`src/rtl/qcmd_pkg.sv`:
```
package qcmd_pkg;

  typedef enum logic [1:0] {
    ST_IDLE,
    ST_LOAD,
    ST_SHIFT,
    ST_GAP
  } qState_e;

  // Strobes from control to datapath
  typedef struct packed {
    logic load;    // capture the slot word and pattern
    logic sample;  // take one MISO bit (rising SCK)
    logic shift;   // advance MOSI (falling SCK, more bits left)
    logic finish;  // final falling SCK: publish received word
  } dpStrobe_t;

  // Control byte fields
  localparam int CTL_CONT  = 7;
  localparam int CTL_BITSE = 6;
  localparam int CTL_DT    = 5;

  // Configuration register select (low address bits in bank 2)
  localparam logic [2:0] REG_ASSIGN = 3'd0;
  localparam logic [2:0] REG_PORT   = 3'd1;
  localparam logic [2:0] REG_DIR    = 3'd2;
  localparam logic [2:0] REG_BAUD   = 3'd3;
  localparam logic [2:0] REG_BITS   = 3'd4;
  localparam logic [2:0] REG_DELAY  = 3'd5;
  localparam logic [2:0] REG_PTRS   = 3'd6;
  localparam logic [2:0] REG_EN     = 3'd7;

endpackage

```
`src/rtl/qcmd_regs.sv`:
```
module qcmd_regs
  import qcmd_pkg::*;
#(
  parameter int DEPTH  = 16,
  parameter int WORD_W = 16,
  parameter int NUM_CS = 4,
  parameter int IDX_W  = 4,
  parameter int ADDR_W = 6
) (
  input  logic              clk,
  input  logic              rstN,
  input  logic              regWe,
  input  logic [ADDR_W-1:0] regAddr,
  input  logic [WORD_W-1:0] regWdata,
  input  logic [IDX_W-1:0]  rdIdx,
  output logic [WORD_W-1:0] cmdWord,
  output logic [7:0]        cmdCtl,
  output logic [NUM_CS-1:0] csAssign,
  output logic [NUM_CS-1:0] csPort,
  output logic [NUM_CS-1:0] csDir,
  output logic [7:0]        baudDiv,
  output logic [3:0]        bitsField,
  output logic [7:0]        delayVal,
  output logic [IDX_W-1:0]  startPtr,
  output logic [IDX_W-1:0]  endPtr,
  output logic              enWr,
  output logic              enVal
);

  logic [WORD_W-1:0] dataMem [DEPTH];
  logic [7:0]        ctlMem  [DEPTH];

  logic [1:0]       bank;
  logic [IDX_W-1:0] slot;
  logic [2:0]       regSel;
  logic             dataWe, ctlWe, cfgWe;

  assign bank   = regAddr[ADDR_W-1 -: 2];
  assign slot   = regAddr[IDX_W-1:0];
  assign regSel = regAddr[2:0];
  assign dataWe = regWe && (bank == 2'd0);
  assign ctlWe  = regWe && (bank == 2'd1);
  assign cfgWe  = regWe && (bank == 2'd2);

  for (genvar i = 0; i < DEPTH; i++) begin : g_slot
    always_ff @(posedge clk or negedge rstN) begin
      if (!rstN) begin
        dataMem[i] <= '0;
        ctlMem[i]  <= '0;
      end else begin
        if (dataWe && slot == IDX_W'(i)) dataMem[i] <= regWdata;
        if (ctlWe && slot == IDX_W'(i))  ctlMem[i]  <= regWdata[7:0];
      end
    end
  end

  always_ff @(posedge clk or negedge rstN) begin
    if (!rstN) begin
      csAssign  <= '0;
      csPort    <= '1;
      csDir     <= '0;
      baudDiv   <= 8'd1;
      bitsField <= '0;
      delayVal  <= '0;
      startPtr  <= '0;
      endPtr    <= '0;
    end else if (cfgWe) begin
      unique case (regSel)
        REG_ASSIGN: csAssign  <= regWdata[NUM_CS-1:0];
        REG_PORT:   csPort    <= regWdata[NUM_CS-1:0];
        REG_DIR:    csDir     <= regWdata[NUM_CS-1:0];
        REG_BAUD:   baudDiv   <= regWdata[7:0];
        REG_BITS:   bitsField <= regWdata[3:0];
        REG_DELAY:  delayVal  <= regWdata[7:0];
        REG_PTRS: begin
          startPtr <= regWdata[IDX_W-1:0];
          endPtr   <= regWdata[2*IDX_W-1:IDX_W];
        end
        default: ;
      endcase
    end
  end

  assign enWr    = cfgWe && (regSel == REG_EN);
  assign enVal   = regWdata[0];
  assign cmdWord = dataMem[rdIdx];
  assign cmdCtl  = ctlMem[rdIdx];

endmodule

```
`src/rtl/qcmd_ctrl.sv`:
```
module qcmd_ctrl
  import qcmd_pkg::*;
#(
  parameter int WORD_W     = 16,
  parameter int IDX_W      = 4,
  parameter int MIN_BITS   = 8,
  parameter int FIXED_GAP  = 17,
  parameter int DELAY_UNIT = 32,
  parameter int DELAY_ZERO = 8192,
  parameter int LEN_W      = $clog2(WORD_W + 1)
) (
  input  logic             clk,
  input  logic             rstN,
  input  logic             enWr,
  input  logic             enVal,
  input  logic [IDX_W-1:0] startPtr,
  input  logic [IDX_W-1:0] endPtr,
  input  logic             ctlCont,
  input  logic             ctlBitse,
  input  logic             ctlDt,
  input  logic [7:0]       baudDiv,
  input  logic [7:0]       delayVal,
  input  logic [3:0]       bitsField,
  output logic [IDX_W-1:0] rdIdx,
  output dpStrobe_t        stb,
  output logic [LEN_W-1:0] lenNow,
  output logic             sck,
  output logic             queueOwn,
  output logic             busy,
  output logic             done
);

  localparam int GAP_W = $clog2(DELAY_ZERO + 1);

  qState_e          state;
  logic [IDX_W-1:0] ptr;
  logic [7:0]       halfCnt, baudEff;
  logic [LEN_W-1:0] bitCnt, lenQ;
  logic [GAP_W-1:0] gapCnt, gapNow;
  logic             sckQ, running, held, doneQ, curCont, curDt;
  logic             startNow, stopNow, halfEnd;

  assign startNow = enWr && enVal && !running;
  assign stopNow  = enWr && !enVal;
  assign halfEnd  = (state == ST_SHIFT) && (halfCnt == 8'd0);

  always_comb begin
    if (!ctlBitse)                      lenNow = LEN_W'(MIN_BITS);
    else if (bitsField >= 4'(MIN_BITS)) lenNow = LEN_W'(bitsField);
    else                                lenNow = LEN_W'(WORD_W);
    baudEff = (baudDiv == 8'd0) ? 8'd1 : baudDiv;
    if (!curDt)                 gapNow = GAP_W'(FIXED_GAP);
    else if (delayVal == 8'd0)  gapNow = GAP_W'(DELAY_ZERO);
    else                        gapNow = GAP_W'(delayVal) * GAP_W'(DELAY_UNIT);
  end

  always_comb begin
    stb.load   = (state == ST_LOAD);
    stb.sample = halfEnd && !sckQ;
    stb.shift  = halfEnd && sckQ && (bitCnt != '0);
    stb.finish = halfEnd && sckQ && (bitCnt == '0);
  end

  always_ff @(posedge clk or negedge rstN) begin
    if (!rstN) begin
      state   <= ST_IDLE;
      ptr     <= '0;
      halfCnt <= '0;
      bitCnt  <= '0;
      lenQ    <= '0;
      gapCnt  <= '0;
      sckQ    <= 1'b0;
      running <= 1'b0;
      held    <= 1'b0;
      doneQ   <= 1'b0;
      curCont <= 1'b0;
      curDt   <= 1'b0;
    end else begin
      if (enWr) held <= 1'b0;
      if (stopNow) begin
        running <= 1'b0;
        state   <= ST_IDLE;
        sckQ    <= 1'b0;
        curCont <= 1'b0;
      end else if (startNow) begin
        running <= 1'b1;
        doneQ   <= 1'b0;
        ptr     <= startPtr;
        curCont <= 1'b0;
        state   <= ST_LOAD;
      end else begin
        unique case (state)
          ST_LOAD: begin
            curCont <= ctlCont;
            curDt   <= ctlDt;
            lenQ    <= lenNow;
            bitCnt  <= lenNow - LEN_W'(1);
            halfCnt <= baudEff - 8'd1;
            sckQ    <= 1'b0;
            state   <= ST_SHIFT;
          end
          ST_SHIFT: begin
            if (halfCnt == 8'd0) begin
              halfCnt <= baudEff - 8'd1;
              if (!sckQ) begin
                sckQ <= 1'b1;
              end else begin
                sckQ <= 1'b0;
                if (bitCnt == '0) begin
                  gapCnt <= gapNow;
                  state  <= ST_GAP;
                end else begin
                  bitCnt <= bitCnt - LEN_W'(1);
                end
              end
            end else begin
              halfCnt <= halfCnt - 8'd1;
            end
          end
          ST_GAP: begin
            if (gapCnt <= GAP_W'(1)) begin
              if (ptr == endPtr) begin
                running <= 1'b0;
                doneQ   <= 1'b1;
                held    <= curCont;
                state   <= ST_IDLE;
              end else begin
                ptr   <= ptr + IDX_W'(1);
                state <= ST_LOAD;
              end
            end else begin
              gapCnt <= gapCnt - GAP_W'(1);
            end
          end
          default: ;
        endcase
      end
    end
  end

  assign queueOwn = held || (running && ((state == ST_SHIFT) ||
                    (((state == ST_GAP) || (state == ST_LOAD)) && curCont)));
  assign rdIdx = ptr;
  assign sck   = sckQ;
  assign busy  = running;
  assign done  = doneQ;

  assert_sck_low_off_shift_R9: assert property (@(posedge clk) disable iff (!rstN)
    (state != ST_SHIFT) |-> !sckQ);

  assert_done_ends_run_R11: assert property (@(posedge clk) disable iff (!rstN)
    $rose(doneQ) |-> !running);

  assert_bit_count_bound_R8: assert property (@(posedge clk) disable iff (!rstN)
    (state == ST_SHIFT) |-> (bitCnt < lenQ));

endmodule

```
`src/rtl/qcmd_dp.sv`:
```
module qcmd_dp
  import qcmd_pkg::*;
#(
  parameter int WORD_W = 16,
  parameter int NUM_CS = 4,
  parameter int LEN_W  = $clog2(WORD_W + 1)
) (
  input  logic              clk,
  input  logic              rstN,
  input  dpStrobe_t         stb,
  input  logic [LEN_W-1:0]  lenNow,
  input  logic [WORD_W-1:0] cmdWord,
  input  logic [NUM_CS-1:0] cmdPat,
  input  logic              miso,
  input  logic              queueOwn,
  input  logic [NUM_CS-1:0] csAssign,
  input  logic [NUM_CS-1:0] csPort,
  input  logic [NUM_CS-1:0] csDir,
  output logic              mosi,
  output logic [NUM_CS-1:0] csOut,
  output logic [NUM_CS-1:0] csOe,
  output logic [WORD_W-1:0] rxData,
  output logic              rxValid
);

  logic [WORD_W-1:0] shReg, rxReg, rxQ;
  logic [NUM_CS-1:0] patQ;
  logic              rxValidQ;
  logic [LEN_W-1:0]  alignAmt;

  assign alignAmt = LEN_W'(WORD_W) - lenNow;

  always_ff @(posedge clk or negedge rstN) begin
    if (!rstN) begin
      shReg    <= '0;
      rxReg    <= '0;
      rxQ      <= '0;
      patQ     <= '0;
      rxValidQ <= 1'b0;
    end else begin
      rxValidQ <= stb.finish;
      if (stb.load) begin
        shReg <= cmdWord << alignAmt;
        rxReg <= '0;
        patQ  <= cmdPat;
      end else begin
        if (stb.shift)  shReg <= shReg << 1;
        if (stb.sample) rxReg <= {rxReg[WORD_W-2:0], miso};
      end
      if (stb.finish) rxQ <= rxReg;
    end
  end

  // Per-pin owner select: queue pattern only on assigned pins
  for (genvar p = 0; p < NUM_CS; p++) begin : g_pin
    assign csOut[p] = (queueOwn && csAssign[p]) ? patQ[p] : csPort[p];
  end

  assign csOe    = csDir;
  assign mosi    = shReg[WORD_W-1];
  assign rxData  = rxQ;
  assign rxValid = rxValidQ;

  assert_rx_one_cycle_R8: assert property (@(posedge clk) disable iff (!rstN)
    rxValidQ |=> !rxValidQ);

endmodule

```
`src/rtl/qcmd_spi.sv`:
```
module qcmd_spi
  import qcmd_pkg::*;
#(
  parameter int DEPTH  = 16,
  parameter int WORD_W = 16,
  parameter int NUM_CS = 4
) (
  input  logic                        clk,
  input  logic                        rstN,
  input  logic                        regWe,
  input  logic [$clog2(DEPTH)+1:0]    regAddr,
  input  logic [WORD_W-1:0]           regWdata,
  output logic                        sck,
  output logic                        mosi,
  input  logic                        miso,
  output logic [NUM_CS-1:0]           csOut,
  output logic [NUM_CS-1:0]           csOe,
  output logic [WORD_W-1:0]           rxData,
  output logic                        rxValid,
  output logic                        busy,
  output logic                        done
);

  localparam int IDX_W  = $clog2(DEPTH);
  localparam int ADDR_W = IDX_W + 2;
  localparam int LEN_W  = $clog2(WORD_W + 1);
  localparam logic [ADDR_W-1:0] DIR_ADDR = ADDR_W'(2 * DEPTH + 2);
  localparam logic [ADDR_W-1:0] EN_ADDR  = ADDR_W'(2 * DEPTH + 7);

  logic [WORD_W-1:0] cmdWord;
  logic [7:0]        cmdCtl, baudDiv, delayVal;
  logic [NUM_CS-1:0] csAssign, csPort, csDir;
  logic [3:0]        bitsField;
  logic [IDX_W-1:0]  startPtr, endPtr, rdIdx;
  logic              enWr, enVal, queueOwn;
  logic [LEN_W-1:0]  lenNow;
  dpStrobe_t         stb;

  qcmd_regs #(.DEPTH(DEPTH), .WORD_W(WORD_W), .NUM_CS(NUM_CS),
              .IDX_W(IDX_W), .ADDR_W(ADDR_W)) uRegs (
    .clk(clk), .rstN(rstN), .regWe(regWe), .regAddr(regAddr), .regWdata(regWdata),
    .rdIdx(rdIdx), .cmdWord(cmdWord), .cmdCtl(cmdCtl), .csAssign(csAssign),
    .csPort(csPort), .csDir(csDir), .baudDiv(baudDiv), .bitsField(bitsField),
    .delayVal(delayVal), .startPtr(startPtr), .endPtr(endPtr),
    .enWr(enWr), .enVal(enVal)
  );

  qcmd_ctrl #(.WORD_W(WORD_W), .IDX_W(IDX_W), .LEN_W(LEN_W)) uCtrl (
    .clk(clk), .rstN(rstN), .enWr(enWr), .enVal(enVal),
    .startPtr(startPtr), .endPtr(endPtr),
    .ctlCont(cmdCtl[CTL_CONT]), .ctlBitse(cmdCtl[CTL_BITSE]), .ctlDt(cmdCtl[CTL_DT]),
    .baudDiv(baudDiv), .delayVal(delayVal), .bitsField(bitsField),
    .rdIdx(rdIdx), .stb(stb), .lenNow(lenNow), .sck(sck),
    .queueOwn(queueOwn), .busy(busy), .done(done)
  );

  qcmd_dp #(.WORD_W(WORD_W), .NUM_CS(NUM_CS), .LEN_W(LEN_W)) uDp (
    .clk(clk), .rstN(rstN), .stb(stb), .lenNow(lenNow), .cmdWord(cmdWord),
    .cmdPat(cmdCtl[NUM_CS-1:0]), .miso(miso), .queueOwn(queueOwn),
    .csAssign(csAssign), .csPort(csPort), .csDir(csDir),
    .mosi(mosi), .csOut(csOut), .csOe(csOe), .rxData(rxData), .rxValid(rxValid)
  );

  assert_oe_tracks_dir_R2: assert property (@(posedge clk) disable iff (!rstN)
    (regWe && regAddr == DIR_ADDR) |=> (csOe == $past(regWdata[NUM_CS-1:0])));

  assert_start_clears_done_R11: assert property (@(posedge clk) disable iff (!rstN)
    (regWe && regAddr == EN_ADDR && regWdata[0] && !busy) |=> (busy && !done));

endmodule

```
`config.mk`:
```
export PLATFORM = sky130hd
export DESIGN_NAME = qcmd_spi
export DESIGN_NICKNAME = d
export VERILOG_FILES = /design/src/rtl/qcmd_pkg.sv /design/src/rtl/qcmd_regs.sv /design/src/rtl/qcmd_ctrl.sv /design/src/rtl/qcmd_dp.sv /design/src/rtl/qcmd_spi.sv
export SDC_FILE = /design/constraint.sdc
export NUM_CORES = 1
export LEC_CHECK = 0
export ABC_AREA = 1
export CORE_MARGIN = 1.5
export CORE_UTILIZATION = 50
export CTS_CLUSTER_DIAMETER = 150
export DETAILED_ROUTE_END_ITERATION = 10
export PLACE_DENSITY = 0.66
export SLEW_MARGIN = 20
export SYNTH_ARGS = -nofsm -noshare
export SYNTH_HDL_FRONTEND = slang
export SYNTH_SLANG_ARGS = --single-unit
export TNS_END_PERCENT = 1
```
`constraint.sdc`:
```
create_clock -name clk -period 5.4 [get_ports clk]
set_clock_uncertainty 0.05 [all_clocks]
set_input_delay 1.08 -clock clk [delete_from_list [all_inputs] [get_ports clk]]
set_output_delay 1.08 -clock clk [all_outputs]
set_load 0.02 [all_outputs]
```
==> metrics <==
complex-gate fraction of the synthesized area 14.34%; main combinational cell family by area after synthesis simple AND/OR/NAND/NOR gates; cell area after synthesis 0.02432 mm²; drt drc 0; CP Data Required Time 5890 ps; core area 0.04785 mm²; Fin. Hold Viols 0; IO Pins 55; Peak VDD IR 0.3033 mV; type of origin of the critical path register; initial antenna violation count 0; routability congestion estimate 0.9015; cell area power density 468.5 mW/mm²; CTS tree yes; largest net degree at the start of global routing 160; status finished clean; EDFF count, synth 0; Initial Util 50.84%; Setup TNS Final 0 ps; actual slew at the worst max-slew pin 1046 ps; port bufs 54; hold path depth 2; cell-internal power 7.917 mW; hold path start uDp.rxData[14]; Clock Root Buffer clkbuf_16; post-synthesis simple-gate area fraction 24.62%; clock sinks 500; detailed-router iteration count before antenna repair 5; DRT iter0 DRCs 1914; Max Clock Freq 0.2134 GHz; Flop pwr share 38.1%; Antenna Violating Nets Remaining 0; drt wl/cell 18.09 µm; final setup vio count 0; FP Rows 80; Avg Vias per Cell 5.597; Die Height 223.6 µm; fin crit period 4685 ps; WL final 67.16 mm; crit-path cells inv_6 -> nand2_1 -> nand2_1 -> nand2_1 -> nand3_1 -> nand3_2 -> nand2_4 -> nand2_4 -> ha_1 -> clkinv_1 -> nand3_1 -> nand2_1 -> nand2_1 -> nand3_1 -> nand3_1 -> nand2_1 -> inv_1; mux share of post-synthesis cell area 0%; Syn Inst Count 3113; Reg-to-Reg End uDp.shReg[15]; most common cell after layout, fill and taps aside nand2_1; Synth Flop Type dfrtp_1; met3 routed WL 4.392 mm; Die X-Extent 223.6 µm; vias in the first global route 19810; Post-DP HPWL 40.06 mm; library cells used by synthesis 51; Post-Synthesis Net Count 3150; CTS resizes 0; share of cells above drive strength 1 5.457%; DR top layer met4; total CTS buffers 55; CTS Hold Bufs 0; R2R cell count 17; CTS Buffer Depth 3; post-synthesis async set-or-reset flop share 100.0%; Comb power frac 31.6%; Setup CP Type register to register; Pins Over Slew Limit 0; Synth Area in Adders 0.5658%; clock latency at the later pin of the worst-skew pair 630 ps; Seq cells post-synth 500; H-Tree Level Count 2; routed via count 20780; post-CTS setup buffer count 0; Reg2Reg Setup Slack 710 ps; commonest cells after routing, fill and taps aside nand2_1, o21ai_0, dfrtp_1, nand3_1, inv_1; clock share of power 30.3%; most frequent CP cell nand2_1; MaxCap Viol Count 0; register area share after synthesis 51.46%; Slowest Stage Delay on Critical Path 840 ps; CP max FO 84; Hold Crit Class register to register; unrepaired setup endpoints after global routing false; Metal-1 WL 30.29 mm; P_sw 4.660 mW; slowest CP cell ha_1; area delta synth->final 10.35%; Hold EP uDp.rxData[14]; clock transition at the registers of the reported paths 60 ps; first-pass GRT wire length 109.2 mm; Detail Route met2 WL 30.73 mm; XOR/XNOR Fraction of Synth Area 0.6121%; GRT Total Usage 27.44%; die area 0.04998 mm²; final net count 3093; Total Power 12.58 mW; Synth Area per Inst 7.814 µm²; Sw Ratio 37.05%; Leak 12.64 nW; Worst slew margin 30.19%; GRT overflow 0; fill cell count 4474; Worst Path Arrival 5180 ps; Final Cycle Share 86.76%; Setup crit end kind register; worst r2r src uCtrl.rdIdx[0]; Synthesis Warnings 0
-- critical path: cells and delay by family (launching register included) --
| family | cells | cell delay [ps] |
|---|---|---|
| adders and majority gates | 1 | 840 |
| DFF | 1 | 650 |
| and+or+nand+nor | 13 | 1760 |
| buffers and inverters | 3 | 1270 |
-- layer usage --
metal  vias up  GRT usage [%]
met1      9981          38.89
met4         0          7.781
li1       9975              -
met5         -              0
met2       715          44.19
met3       109          3.869
-- cells in the mapped netlist, types with 3 or more instances --
cell type / number / area share [%]
a21oi_1: 48 / 0.99
a22oi_1: 6 / 0.19
a31oi_1: 13 / 0.33
buf_1: 6 / 0.093
buf_2: 35 / 0.72
buf_4: 12 / 0.37
buf_6: 16 / 0.74
clkbuf_1: 139 / 2.1
dfrtp_1: 495 / 51
dfstp_2: 5 / 0.54
ha_1: 11 / 0.57
inv_1: 265 / 4.1
inv_2: 5 / 0.077
nand2_1: 919 / 14
nand2_4: 3 / 0.14
nand3_1: 326 / 6.7
nand3_2: 6 / 0.25
nand4_1: 6 / 0.15
nor2_1: 142 / 2.2
nor2_2: 3 / 0.077
nor3_1: 11 / 0.23
nor4_1: 6 / 0.15
o211ai_1: 9 / 0.28
o21ai_0: 546 / 11
o21ai_1: 5 / 0.10
o221ai_1: 15 / 0.54
o22ai_1: 9 / 0.23
o31ai_1: 4 / 0.12
or2_2: 7 / 0.18
xnor2_1: 5 / 0.18
xor2_1: 12 / 0.43
-- per-stage QoR --
stage	std cells	setup slack [ps]	hold WS (ps)	utilization, %	cell area, µm²
2_1_floorplan	3113	2858	392.2	-	24320
3_3_place_gp	3614	937.8	411.1	52.27	25010
3_5_place_dp	3614	909.8	415.1	52.28	25020
4_1_cts	3712	878.6	430.8	56.10	26840
5_1_grt	3712	402.5	447.7	56.10	26840
6_report	3713	714.8	422.5	56.10	26840
-- power groups by stage --
stage | Clock (mW) | Combinational, mW | Sequential, mW
3_3_place_gp | 0 | 3.87 | 4.82
4_1_cts | 3.87 | 3.95 | 4.78
2_1_floorplan | 0 | 2.97 | 4.74
6_report | 3.80 | 3.98 | 4.80
5_1_grt | 4.02 | 4.50 | 4.87
3_5_place_dp | 0 | 3.94 | 4.84
-- registers in the layout (all words and copies together), names as in the netlist, 5 cells and up --
name,count
uCtrl.gapCnt,14
uDp.shReg,16
uRegs.delayVal,8
uRegs.dataMem,256
uDp.rxReg,16
uCtrl.bitCnt,5
uCtrl.halfCnt,8
uRegs.baudDiv,8
uDp.rxData,16
uRegs.ctlMem,112
-- kinds of logic after synthesis --
group                      after synthesis
AOI/OAI and AO/OA                      664
xor gates and xnor gates                17
adders and majority gates               11
buffers and inverters                  483
DFF                                    500
and+or+nand+nor                       1438
-- layout make-up --
class                      instances  area [µm²]  area share (%)
antenna                            1       2.502        0.009322
clock buffer                      84        1627           6.059
clock inverter                    14       198.9          0.7411
inverter                         274        1037           3.864
multi-input combinational       2130        9781           36.44
sequential                       500       12520           46.66
tap                              615       769.5           2.867
timing repair buffer              95       903.4           3.365
-- worst max path at each step --
| stage | startpoint | endpoint | slack [ps] |
|---|---|---|---|
| floorplan | uCtrl.busy | csOut[0] | 2860 |
| CTS | uCtrl.rdIdx[0] | uDp.shReg[15] | 880 |
| finish | uCtrl.rdIdx[0] | uDp.shReg[15] | 710 |
| global route | uCtrl.rdIdx[0] | uDp.shReg[14] | 400 |
| detailed placement | uCtrl.rdIdx[0] | uDp.shReg[15] | 910 |
| global placement | uCtrl.rdIdx[0] | uDp.shReg[13] | 940 |
Note: power is estimated with default switching activity, not from simulation.
